`src/rtl/dring_pkg.sv`:
```
package dring_pkg;

    localparam int NRING  = 2;
    localparam int HOST_W = 5;
    localparam int ERR_W  = 6;
    localparam int ERR_LSB = 5;

    typedef enum logic [3:0] {
        A_SRC_SIZE = 4'd0,
        A_DST_SIZE = 4'd1,
        A_SRC_WIDX = 4'd2,
        A_DST_WIDX = 4'd3,
        A_SRC_RIDX = 4'd4,
        A_DST_RIDX = 4'd5,
        A_SRC_WM   = 4'd6,
        A_DST_WM   = 4'd7,
        A_HOST_IE  = 4'd8,
        A_HOST_IS  = 4'd9,
        A_ERR_IE   = 4'd10,
        A_ERR_IS   = 4'd11,
        A_CMD      = 4'd12,
        A_SRC_FILL = 4'd13,
        A_DST_FILL = 4'd14
    } reg_addr_e;

    typedef struct packed {
        logic ovf;
        logic adv;
        logic hi;
        logic lo;
    } ring_evt_t;

    function automatic int clamp_int(int v, int hi);
        return (v > hi) ? hi : v;
    endfunction

    function automatic logic wm_over(int level, logic [15:0] th);
        return (th != 16'd0) && (level > int'(th));
    endfunction

    function automatic logic wm_under(int level, logic [15:0] th);
        return (th != 16'd0) && (level < int'(th));
    endfunction

endpackage

```
`src/rtl/dring_ring.sv`:
```
module dring_ring
    import dring_pkg::*;
#(
    parameter int IW    = 8,
    parameter int LOG_W = 4
) (
    input  logic             clk,
    input  logic             rst,
    input  logic             size_we,
    input  logic [LOG_W-1:0] size_in,
    input  logic             widx_we,
    input  logic [IW-1:0]    widx_in,
    input  logic             wm_we,
    input  logic [31:0]      wm_in,
    input  logic             done,
    input  logic             stall,
    output logic [LOG_W-1:0] size_q,
    output logic [IW-1:0]    widx_q,
    output logic [IW-1:0]    ridx_q,
    output logic [IW-1:0]    fill,
    output logic [31:0]      wm_q,
    output ring_evt_t        evt
);

    logic [IW:0]   one_sh;
    logic [IW-1:0] mask;
    logic [IW-1:0] wr_m;
    logic [IW-1:0] new_fill;

    always_comb begin
        one_sh   = (IW+1)'(1) << size_q;
        mask     = IW'(one_sh - 1'b1);
        fill     = (widx_q - ridx_q) & mask;
        wr_m     = widx_in & mask;
        new_fill = (wr_m - ridx_q) & mask;
        evt.ovf  = widx_we && (new_fill < fill);
        evt.adv  = done && !stall && (fill != '0);
        evt.hi   = wm_over(int'(fill), wm_q[15:0]);
        evt.lo   = wm_under(int'(fill), wm_q[31:16]);
    end

    always_ff @(posedge clk) begin
        if (rst) begin
            size_q <= '0;
            widx_q <= '0;
            ridx_q <= '0;
            wm_q   <= '0;
        end else begin
            if (size_we) begin
                size_q <= LOG_W'(clamp_int(int'(size_in), IW));
                widx_q <= '0;
                ridx_q <= '0;
            end else begin
                if (widx_we && !evt.ovf) widx_q <= wr_m;
                if (evt.adv)             ridx_q <= (ridx_q + 1'b1) & mask;
            end
            if (wm_we) wm_q <= wm_in;
        end
    end

endmodule

```
`src/rtl/dring_sticky.sv`:
```
module dring_sticky #(
    parameter int W = 5
) (
    input  logic         clk,
    input  logic         rst,
    input  logic [W-1:0] set,
    input  logic         clr_we,
    input  logic [W-1:0] clr,
    input  logic [W-1:0] en,
    output logic [W-1:0] q,
    output logic         hit
);

    always_ff @(posedge clk) begin
        if (rst) q <= '0;
        else     q <= (q & ~(clr_we ? clr : '0)) | set;
    end

    assign hit = |(q & en);

endmodule

```
`src/rtl/dring_irq_unit.sv`:
```
module dring_irq_unit
    import dring_pkg::*;
#(
    parameter int MAX_LOG2 = 8
) (
    input  logic        clk,
    input  logic        rst,
    input  logic        reg_we,
    input  logic [3:0]  reg_addr,
    input  logic [31:0] reg_wdata,
    output logic [31:0] reg_rdata,
    input  logic        src_done,
    input  logic        dst_done,
    input  logic        eng_busy,
    input  logic [3:0]  eng_err,
    output logic        irq,
    output logic        halted
);

    localparam int IW    = MAX_LOG2;
    localparam int LOG_W = $clog2(MAX_LOG2 + 1);

    reg_addr_e a;
    assign a = reg_addr_e'(reg_addr);

    logic [NRING-1:0][LOG_W-1:0] ring_size;
    logic [NRING-1:0][IW-1:0]    ring_widx;
    logic [NRING-1:0][IW-1:0]    ring_ridx;
    logic [NRING-1:0][IW-1:0]    ring_fill;
    logic [NRING-1:0][31:0]      ring_wm;
    ring_evt_t [NRING-1:0]       ring_evt;
    logic [NRING-1:0]            ring_done;
    logic [NRING-1:0]            ring_ovf;

    logic              halt_req_q;
    logic              halted_q;
    logic [HOST_W-1:0] host_ie_q, host_is, host_set;
    logic [ERR_W-1:0]  err_ie_q, err_is, err_set;
    logic              host_hit, err_hit;

    assign ring_done = {dst_done, src_done};

    for (genvar g = 0; g < NRING; g++) begin : g_ring
        logic size_we, widx_we, wm_we;
        assign size_we = reg_we && (a == ((g == 0) ? A_SRC_SIZE : A_DST_SIZE));
        assign widx_we = reg_we && (a == ((g == 0) ? A_SRC_WIDX : A_DST_WIDX));
        assign wm_we   = reg_we && (a == ((g == 0) ? A_SRC_WM   : A_DST_WM));

        dring_ring #(.IW(IW), .LOG_W(LOG_W)) u_ring (
            .clk     (clk),
            .rst     (rst),
            .size_we (size_we),
            .size_in (reg_wdata[LOG_W-1:0]),
            .widx_we (widx_we),
            .widx_in (reg_wdata[IW-1:0]),
            .wm_we   (wm_we),
            .wm_in   (reg_wdata),
            .done    (ring_done[g]),
            .stall   (halted_q),
            .size_q  (ring_size[g]),
            .widx_q  (ring_widx[g]),
            .ridx_q  (ring_ridx[g]),
            .fill    (ring_fill[g]),
            .wm_q    (ring_wm[g]),
            .evt     (ring_evt[g])
        );
        assign ring_ovf[g] = ring_evt[g].ovf;
    end

    assign host_set = {ring_evt[1].lo, ring_evt[1].hi, ring_evt[0].lo, ring_evt[0].hi,
                       ring_evt[0].adv | ring_evt[1].adv};
    assign err_set  = {eng_err, ring_ovf[1], ring_ovf[0]};

    dring_sticky #(.W(HOST_W)) u_host (
        .clk    (clk),
        .rst    (rst),
        .set    (host_set),
        .clr_we (reg_we && (a == A_HOST_IS)),
        .clr    (reg_wdata[HOST_W-1:0]),
        .en     (host_ie_q),
        .q      (host_is),
        .hit    (host_hit)
    );

    dring_sticky #(.W(ERR_W)) u_err (
        .clk    (clk),
        .rst    (rst),
        .set    (err_set),
        .clr_we (reg_we && (a == A_ERR_IS)),
        .clr    (reg_wdata[ERR_LSB+ERR_W-1:ERR_LSB]),
        .en     (err_ie_q),
        .q      (err_is),
        .hit    (err_hit)
    );

    always_ff @(posedge clk) begin
        if (rst) begin
            host_ie_q  <= '0;
            err_ie_q   <= '0;
            halt_req_q <= 1'b0;
            halted_q   <= 1'b0;
        end else begin
            if (reg_we && a == A_HOST_IE) host_ie_q  <= reg_wdata[HOST_W-1:0];
            if (reg_we && a == A_ERR_IE)  err_ie_q   <= reg_wdata[ERR_LSB+ERR_W-1:ERR_LSB];
            if (reg_we && a == A_CMD)     halt_req_q <= reg_wdata[0];
            halted_q <= halt_req_q && (halted_q || !eng_busy);
        end
    end

    assign irq    = host_hit | err_hit;
    assign halted = halted_q;

    always_comb begin
        case (a)
            A_SRC_SIZE: reg_rdata = 32'(ring_size[0]);
            A_DST_SIZE: reg_rdata = 32'(ring_size[1]);
            A_SRC_WIDX: reg_rdata = 32'(ring_widx[0]);
            A_DST_WIDX: reg_rdata = 32'(ring_widx[1]);
            A_SRC_RIDX: reg_rdata = 32'(ring_ridx[0]);
            A_DST_RIDX: reg_rdata = 32'(ring_ridx[1]);
            A_SRC_WM:   reg_rdata = ring_wm[0];
            A_DST_WM:   reg_rdata = ring_wm[1];
            A_HOST_IE:  reg_rdata = 32'(host_ie_q);
            A_HOST_IS:  reg_rdata = 32'(host_is);
            A_ERR_IE:   reg_rdata = 32'(err_ie_q) << ERR_LSB;
            A_ERR_IS:   reg_rdata = 32'(err_is) << ERR_LSB;
            A_CMD:      reg_rdata = {28'd0, halted_q, 2'b00, halt_req_q};
            A_SRC_FILL: reg_rdata = 32'(ring_fill[0]);
            A_DST_FILL: reg_rdata = 32'(ring_fill[1]);
            default:    reg_rdata = 32'd0;
        endcase
    end

endmodule

```
`config.mk`:
```
export PLATFORM = sky130hd
export DESIGN_NAME = dring_irq_unit
export DESIGN_NICKNAME = d
export VERILOG_FILES = /design/src/rtl/dring_pkg.sv /design/src/rtl/dring_ring.sv /design/src/rtl/dring_sticky.sv /design/src/rtl/dring_irq_unit.sv
export SDC_FILE = /design/constraint.sdc
export NUM_CORES = 1
export LEC_CHECK = 0
export ABC_AREA = 1
export BUFFER_PORTS_ARGS = -buffer_cell sky130_fd_sc_hd__buf_2
export CAP_MARGIN = 20
export CORE_UTILIZATION = 51
export DETAILED_ROUTE_END_ITERATION = 8
export PLACE_DENSITY_LB_ADDON = 0.08
export SKIP_CTS_REPAIR_TIMING = 1
export SLEW_MARGIN = 10
export SYNTH_ARGS = -nofsm -noshare
export SYNTH_HDL_FRONTEND = slang
export SYNTH_SLANG_ARGS = --single-unit
export TNS_END_PERCENT = 30
```
`constraint.sdc`:
```
create_clock -name clk -period 6.1 [get_ports clk]
set_input_delay 0 -clock clk [delete_from_list [all_inputs] [get_ports clk]]
set_output_delay 0 -clock clk [all_outputs]
set_load 0.01 [all_outputs]
```
Word-level counts from Yosys, hierarchy flattened

Cells that the tools add are included.

Register bits after elaboration: 128
Input port bits: 46
Word-level logic and storage cells: 107

Add/sub/neg operators: 8
Order comparisons: 7
Equal/unequal tests: 14
Shift operators: 2
Muxes and demuxes: 4
Bitwise gates (word level): 18
Reductions and logical operators: 40

Operators by type and width:

| operator              | count |
|---|---|
| $pmux W32 S15         | 1 |
| $and A8 B8 Y8         | 8 |
| $reduce_bool A16 Y1   | 4 |
| $gt A8 B16 Y1         | 2 |
| $lt A8 B16 Y1         | 2 |
| $sub A8 B8 Y8         | 4 |
| $eq A4 B4 Y1 const B  | 7 |
| $logic_and A1 B1 Y1   | 24 |
| $add A8 B1 Y8 const B | 2 |
| $eq A4 B3 Y1 const B  | 4 |
| $lt A8 B8 Y1          | 2 |
| $reduce_bool A8 Y1    | 2 |
| $shl A1 B4 Y8 const A | 2 |
| $sub A8 B1 Y8 const B | 2 |
| $and A6 B6 Y6         | 2 |
| $and A5 B5 Y5         | 2 |
| $eq A4 B2 Y1 const B  | 2 |
| $mux W6               | 1 |
| $not A6 Y6            | 1 |
| $or A6 B6 Y6          | 1 |
| $reduce_or A6 Y1      | 1 |
| $mux W5               | 1 |
| $not A5 Y5            | 1 |
| $or A5 B5 Y5          | 1 |
| 9 further kinds       | 14 |

Depth between registers and ports, before layout

Gate-level depths: netlist (run 1).

Word-level depth: 9
Mapped depth: 26
Gate-level depth less buffers: 25

Hierarchy

From an unflattened synthesis (run 1), not the netlist that was laid out.

Cell total of the unflattened synthesis: 1,469
Area, all modules: 9,238.9 um^2

By module, submodules not included:

| module                         | times used | cells an instance | area each (um^2) |
|---|---|---|---|
| dring_ring at g_ring[1].u_ring | 1          | 546               | 3,588.4 |
| dring_ring at g_ring[0].u_ring | 1          | 540               | 3,572.2 |
| dring_irq_unit                 | 1          | 305               | 1,592.8 |
| dring_sticky at u_err          | 1          | 42                | 262.8 |
| dring_sticky at u_host         | 1          | 36                | 222.7 |

Worst setup path after synthesis (run 1)

OpenSTA, ideal clock, no wires.

Path kind: reg-to-reg
Start point: register g_ring[1].u_ring.size_q[3]
End point: register g_ring[1].u_ring.widx_q[7]
Library setup time: 70 ps
Arrival: 3,550 ps
Setup slack: 2,481 ps
Stages on the path, launching flop included: 25
Path buffers: 1
Period minus slack after synthesis: 3,619 ps
Cell sequence: dfxtp_1 > buf_4 > nor2_4 > nand2_2 > ha_1 > inv_1 > nand2_1 > nand2_1 > nor2_1 > ha_1 > nand2_1 > nor2_1 > a211oi_1 > o21ai_0 > a21oi_1 > o21ai_0 > a21oi_1 > ha_1 > a21oi_1 > nor2_1 > a211oi_1 > nand2_2 > nand2_2 > nand2_1 > a21oi_1

Cells in the longest elaborated chain, start to end: 9
Elaborated cells between the ends (all ways): 10

Ends and longest elaborated chain:

| element                            | line             | source |
|---|---|---|
| start, declared                    | dring_ring.sv:17 | `output logic [LOG_W-1:0] size_q,` |
| start signal, assigned             | dring_ring.sv:50 | `size_q <= LOG_W'(clamp_int(int'(size_in), IW));` |
| $shl A1 B4 Y8                      | dring_ring.sv:31 | `one_sh = (IW+1)'(1) << size_q;` |
| $sub A8 B1 Y8                      | dring_ring.sv:32 | `mask = IW'(one_sh - 1'b1);` |
| $and A8 B8 Y8                      | dring_ring.sv:34 | `wr_m = widx_in & mask;` |
| named net g_ring[1].u_ring.wr_m[2] | dring_ring.sv:27 | `logic [IW-1:0] wr_m;` |
| $sub A8 B8 Y8                      | dring_ring.sv:35 | `new_fill = (wr_m - ridx_q) & mask;` |
| $and A8 B8 Y8                      | dring_ring.sv:35 |  |
| $lt A8 B8 Y1                       | dring_ring.sv:36 | `evt.ovf = widx_we && (new_fill < fill);` |
| $logic_and A1 B1 Y1                | dring_ring.sv:36 |  |
| $logic_not A1 Y1                   | dring_ring.sv:54 | `if (widx_we && !evt.ovf) widx_q <= wr_m;` |
| $logic_and A1 B1 Y1                | dring_ring.sv:54 |  |
| end signal, assigned               | dring_ring.sv:54 |  |
| end, declared                      | dring_ring.sv:18 | `output logic [IW-1:0] widx_q,` |

The timed path passes the listed nets, and every way through them passes these cells.
A chain may end at the register's enable or synchronous reset.

Worst setup path after layout (run 1)

Ends and elaborated chain as after synthesis.

==> flow_metrics.tcl, run 1 <==
set metrics [dict create \
    critPathMaxFanout 9 \
    fp-row-count 48 \
    vias_per_cell 5.70 \
    clock_latency_ps 440 \
    synth_top_area_share 0.287 \
    overflow 0 \
    top_usage_layer "met2" \
    slew_headroom 0.314 \
    use_met1 0.453 \
    num_antenna_cells 0 \
    period_share 0.686 \
    yosysTopAreaCell "dfxtp_1" \
    skew_ps 7.51 \
    min_period_ps 4180 \
    grt_antenna_before_repair 0 \
    status "finished, violations left" \
    hold_viol_final 2 \
    htree_num_levels 4 \
    cp.required_ps 6450 \
    global_route.usage.met3 0.0601 \
    grt_use_total 0.337 \
    whs_ps -5.02 \
    yosys-top-cells-area "dfxtp_1 29%, ha_1 11%, nand2_1 9.1%" \
    cts_tree "built" \
    dp_hpwl_um 22900 \
    cap_violations 0 \
    final_nets 1541 \
    p_leak_nw 4.59 \
    max_freq_mhz 239 \
    fin_ws_ps 1920 \
    remaining_drc_errors 0 \
    ant_nets 0 \
    grt_pass1_wl_um 46200 \
    grt_max_degree 71 \
    syn2layout_area_growth_pct 16.8 \
    min-delay-start "reg_wdata[7]" \
    rr_startpoint "g_ring[1].u_ring.size_q[3]" \
    die_area_um2 18100 \
    whs_path_depth 3 \
    power_density_nw_per_um2 207 \
    clk_pin_slew_ps 60 \
    fin_setup_tns_ps 0 \
    cts_inserted_buffers 17 \
    port_buffers 79 \
    cts-root-buf "clkbuf_16" \
    cts_sinks 128 \
    crit_arrival_ps 4540 \
    crit_path_start_kind "flip-flop" \
    yosysUniqueCellTypes 50 \
    clock_path_buffers 2 \
    setup_violations 0 \
    worstSetupPathType "flip-flop to flip-flop" \
    dieHeight_um 134 \
    grt_pass1_vias 8295 \
    rsz0062_at_grt "false" \
    violations "hold timing" \
    netlist_area_um2 8940 \
    avgSynthCellArea_um2 6.81 \
    drv_slew 0 \
    ios 80 \
    synth_fp_nets 1439 \
    num_vias 9416 \
    worst_pin_slew_ps 1020 \
    dr.pass1.iters 8 \
    yosysWarnings 0 \
    die-width_um 134 \
    critical_path.endpoint_type "flip-flop" \
    coreArea_um2 17200 \
    drt-initial-drc-count 858 \
    wirelength_um 30600 \
    crit_start "g_ring[1].u_ring.size_q[3]" \
    synth-seq-cells 128 \
    hold_class "input port to flip-flop" \
    wl_per_cell_um 18.5 \
    drive_gt1_frac 0.129 \
    netlist_instances 1313 \
    start_util 0.519 \
    place_ws_ps 1960 \
    use_met2 0.530 \
    ir_worst_vdd_v 0.000221 \
    yosysSeqAreaShare 0.287 \
    gp_congestion 0.991 \
    reg2reg_depth 23 \
]
[routing by layer]
metal | part of all wire | vias to the layer above | wire (um)
met4 | 0.040 | 0 | 1220
met5 | 0 | - | 0
li1 | - | 4626 | -
met1 | 0.43 | 4323 | 13100
met3 | 0.075 | 72 | 2300
met2 | 0.46 | 395 | 14000
[layout make-up]
class | instances | area (um2)
Clock buffer | 18 | 429
Clock inverter | 14 | 144
Fill cell | 1694 | 6790
Inverter | 215 | 807
Multi-Input combinational cell | 932 | 5400
Sequential cell | 128 | 2560
Tap cell | 225 | 282
Timing Repair Buffer | 121 | 818
[cells in the final DEF (no fill, tap or decap), types with 12 or more instances in the layout]
master,instances
a21oi_1,156
buf_2,79
clkbuf_16,17
dfxtp_1,128
dlygate4sd3_1,38
ha_1,76
inv_1,202
inv_2,12
nand2_1,215
nand2_2,22
nand3_1,84
nand4_1,21
nor2_1,93
o21ai_0,111
o22ai_1,27
[synthesized netlist by cell type, drive strengths merged]
cell	number
buf	5
a21o	3
clkinv	1
inv	214
a21boi	1
clkbuf	32
o221a	1
or2	1
a31oi	3
nor2	109
ha	76
xor2	11
nand4	21
o211ai	3
fa	4
a21oi	161
xnor2	2
o21ai	113
nand3b	6
o21bai	2
o221ai	5
dlymetal6s2s	1
a221oi	11
o2bb2ai	2
nand2	241
nor3	12
a211oi	6
nor3b	2
nand3	92
or3	1
o22ai	27
dfxtp	128
nor4	8
o2111ai	8
[stage by stage]
step	cell area, um2	hold WS [ps]	util	power, mW	cells
after global routing	10400	10.9	0.606	2.23	1653
after floorplan	8940	98.0	-	1.06	1313
final	10400	-5.02	0.606	2.17	1653
after detailed placement	9470	211	0.550	1.14	1582
after global placement	9470	204	0.550	1.14	1582
after CTS	10000	-233	0.583	2.14	1614
[critical path: stages (launching register included)]
cell	delay [ps]
dfxtp_1	420
nor2_4	260
nand2_2	130
ha_1	260
inv_1	90
nand2_1	80
nand2_1	120
nor2_1	80
ha_1	350
nand2_1	70
nor2_1	40
a211oi_1	340
o21ai_0	130
a21oi_1	170
o21ai_0	90
a21oi_1	150
ha_1	260
a21oi_1	160
nor2_1	50
a211oi_1	280
nand2_2	190
nand2_2	180
nand2_1	70
a21oi_1	130
[cells by family (layout without fill, tap and decap cells)]
logic type,Yosys count,after routing,share of synthesized area
and+or+nand+nor,493,493,0.260
buffers and inverters,253,368,0.110
DFF,128,128,0.287
adders and majority gates,80,80,0.115
AOI/OAI and AO/OA,346,346,0.216
xor gates and xnor gates,13,13,0.0127
[flip-flops by register name, summed over array words and instances (netlist names)]
signal / count
host_ie_q: 5
g_ring.u_ring.widx_q: 16
halted: 1
halt_req_q: 1
u_err.q: 6
g_ring.u_ring.ridx_q: 16
err_ie_q: 6
g_ring.u_ring.wm_q: 64
g_ring.u_ring.size_q: 8
u_host.q: 5
[final timing paths]
kind	endpoint	slack, ps
setup / recovery	g_ring[1].u_ring.widx_q[7]	1920
hold / removal	g_ring[0].u_ring.widx_q[7]	-5
setup reg to reg	g_ring[1].u_ring.widx_q[7]	1920
hold reg to reg	halted	470
[power by group]
part           total, mW  internal [mW]  switching [mW]
Clock               1.02          0.574           0.446
Combinational      0.279         0.0976           0.182
Sequential         0.868          0.854          0.0140
(Power assumes the default switching activity.)
==> inputs of run 2 (changes only) <==
Clock period 6.1 ns to 3.4 ns, I/O delays scaled along.
==> flow_metrics.tcl, run 2 (synthesized netlist as in run 1, its figures left out) <==
set metrics [dict create \
    status "finished, violations left" \
    worstSetupPathType "flip-flop to flip-flop" \
    clock_path_buffers 2 \
    num_antenna_cells 0 \
    cts_tree "built" \
    power_density_nw_per_um2 346 \
    cts_sinks 128 \
    cpPeakStageDelay_ps 380 \
    start_util 0.519 \
    grt_antenna_before_repair 0 \
    coreArea_um2 17200 \
    whs_ps -25.9 \
    drt-initial-drc-count 899 \
    die_area_um2 18100 \
    drv_slew 0 \
    crit_arrival_ps 3850 \
    multi_input_area_um2 5710 \
    final_nets 1631 \
    fp-row-count 48 \
    htree_num_levels 4 \
    fin_setup_tns_ps -1160 \
    p_leak_nw 5.06 \
    num_vias 9895 \
    cts-root-buf "clkbuf_16" \
    largest_register_ff_count 64 \
    place_ws_ps -175 \
    grt_max_degree 74 \
    dr.pass1.iters 5 \
    cp.required_ps 3690 \
    violations "hold timing, setup timing" \
    drive_gt1_frac 0.219 \
    grt_pass1_wl_um 47500 \
    hold_class "input port to flip-flop" \
    syn2layout_area_growth_pct 28.1 \
    fill_cells 1540 \
    top_regs "g_ring.u_ring.wm_q: 64 flops, g_ring.u_ring.ridx_q: 16 flops, g_ring.u_ring.widx_q: 16 flops" \
    setup_violations 8 \
    grt_pass1_vias 8848 \
    overflow 0 \
    dieHeight_um 134 \
    period_share 1.05 \
    clk_pin_slew_ps 60 \
    placed_area_um2 10100 \
    gp_congestion 0.988 \
    cts_inserted_buffers 17 \
    wirelength_um 31300 \
    die-width_um 134 \
    ant_nets 0 \
    critical_path.endpoint_type "flip-flop" \
    worst_pin_slew_ps 1030 \
    dp_hpwl_um 23200 \
    wl_per_cell_um 17.9 \
    remaining_drc_errors 0 \
    vias_per_cell 5.68 \
    slew_headroom 0.311 \
    cpMaxStageDelayCell "fa_2" \
    skew_ps 13.2 \
    critPathMaxFanout 7 \
    fin_ws_ps -169 \
    crit_path_start_kind "flip-flop" \
    min_period_ps 3570 \
    port_buffers 79 \
    final_common_cell "nand2_1" \
    cap_violations 0 \
    ir_worst_vdd_v 0.000379 \
    ios 80 \
    final_cell_mix "209 x nand2_1, 197 x inv_1, 151 x a21oi_1, 120 x dfxtp_1, 104 x o21ai_0" \
    top_register "g_ring.u_ring.wm_q" \
    rsz0062_at_grt "true" \
    path_buf_inv 5 \
    seq_area_um2 2570 \
    critPathTopFamily "simple AND/OR/NAND/NOR gates" \
    fin_area_um2 11500 \
    max_freq_mhz 280 \
    fin_util 0.665 \
    clock_latency_ps 440 \
    grt_use_total 0.344 \
    hold_viol_final 5 \
]
-- run 2: cell types whose count changed in the layout (fill, tap and decap cells not counted), sizes merged --
| cell | change |
|---|---|
| buf | +91 |
| clkbuf | +1 |
| clkinv | +4 |
| dlygate4sd3 | -1 |
| inv | -5 |
-- run 2: layer usage --
layer | wire [um] | share of wire | vias to the layer above | global-route usage
met5 | 0 | 0 | - | 0
met4 | 1610 | 0.051 | 0 | 0.165
met3 | 2570 | 0.082 | 101 | 0.0540
met2 | 13700 | 0.44 | 460 | 0.542
met1 | 13400 | 0.43 | 4531 | 0.458
li1 | - | - | 4803 | -
-- run 2: path summary, 6_finish.rpt --
check	from	cells after the start	slack, ps	endpoint
hold reg to reg	halt_req_q	2	470	halted
setup reg to reg	g_ring[0].u_ring.size_q[3]	25	-170	g_ring[0].u_ring.widx_q[3]
hold / removal	reg_wdata[0]	3	-30	g_ring[0].u_ring.size_q[0]
setup / recovery	g_ring[0].u_ring.size_q[3]	25	-170	g_ring[0].u_ring.widx_q[3]
-- run 2: area by class of cell --
class,instances,area share
tap,225,0.0246
inverter,215,0.0707
clock buffer,19,0.0378
timing repair buffer,211,0.132
clock inverter,13,0.0115
multi-input combinational,932,0.499
sequential,128,0.225
-- run 2: per-stage QoR --
stage,cells,total power [mW]
floorplan,1313,1.90
global route,1743,4.09
detailed placement,1657,2.10
finish,1743,3.96
CTS,1689,3.86
global placement,1657,2.10
-- run 2: tightest hold or removal path, stage by stage --
cell and delay [ps]:
buf_2 190, nand4_1 120, a21oi_1 50
-- run 2: where the power goes --
group,internal [mW],switching [mW]
sequential,1.53,0.0225
clock,1.02,0.757
combinational,0.261,0.367
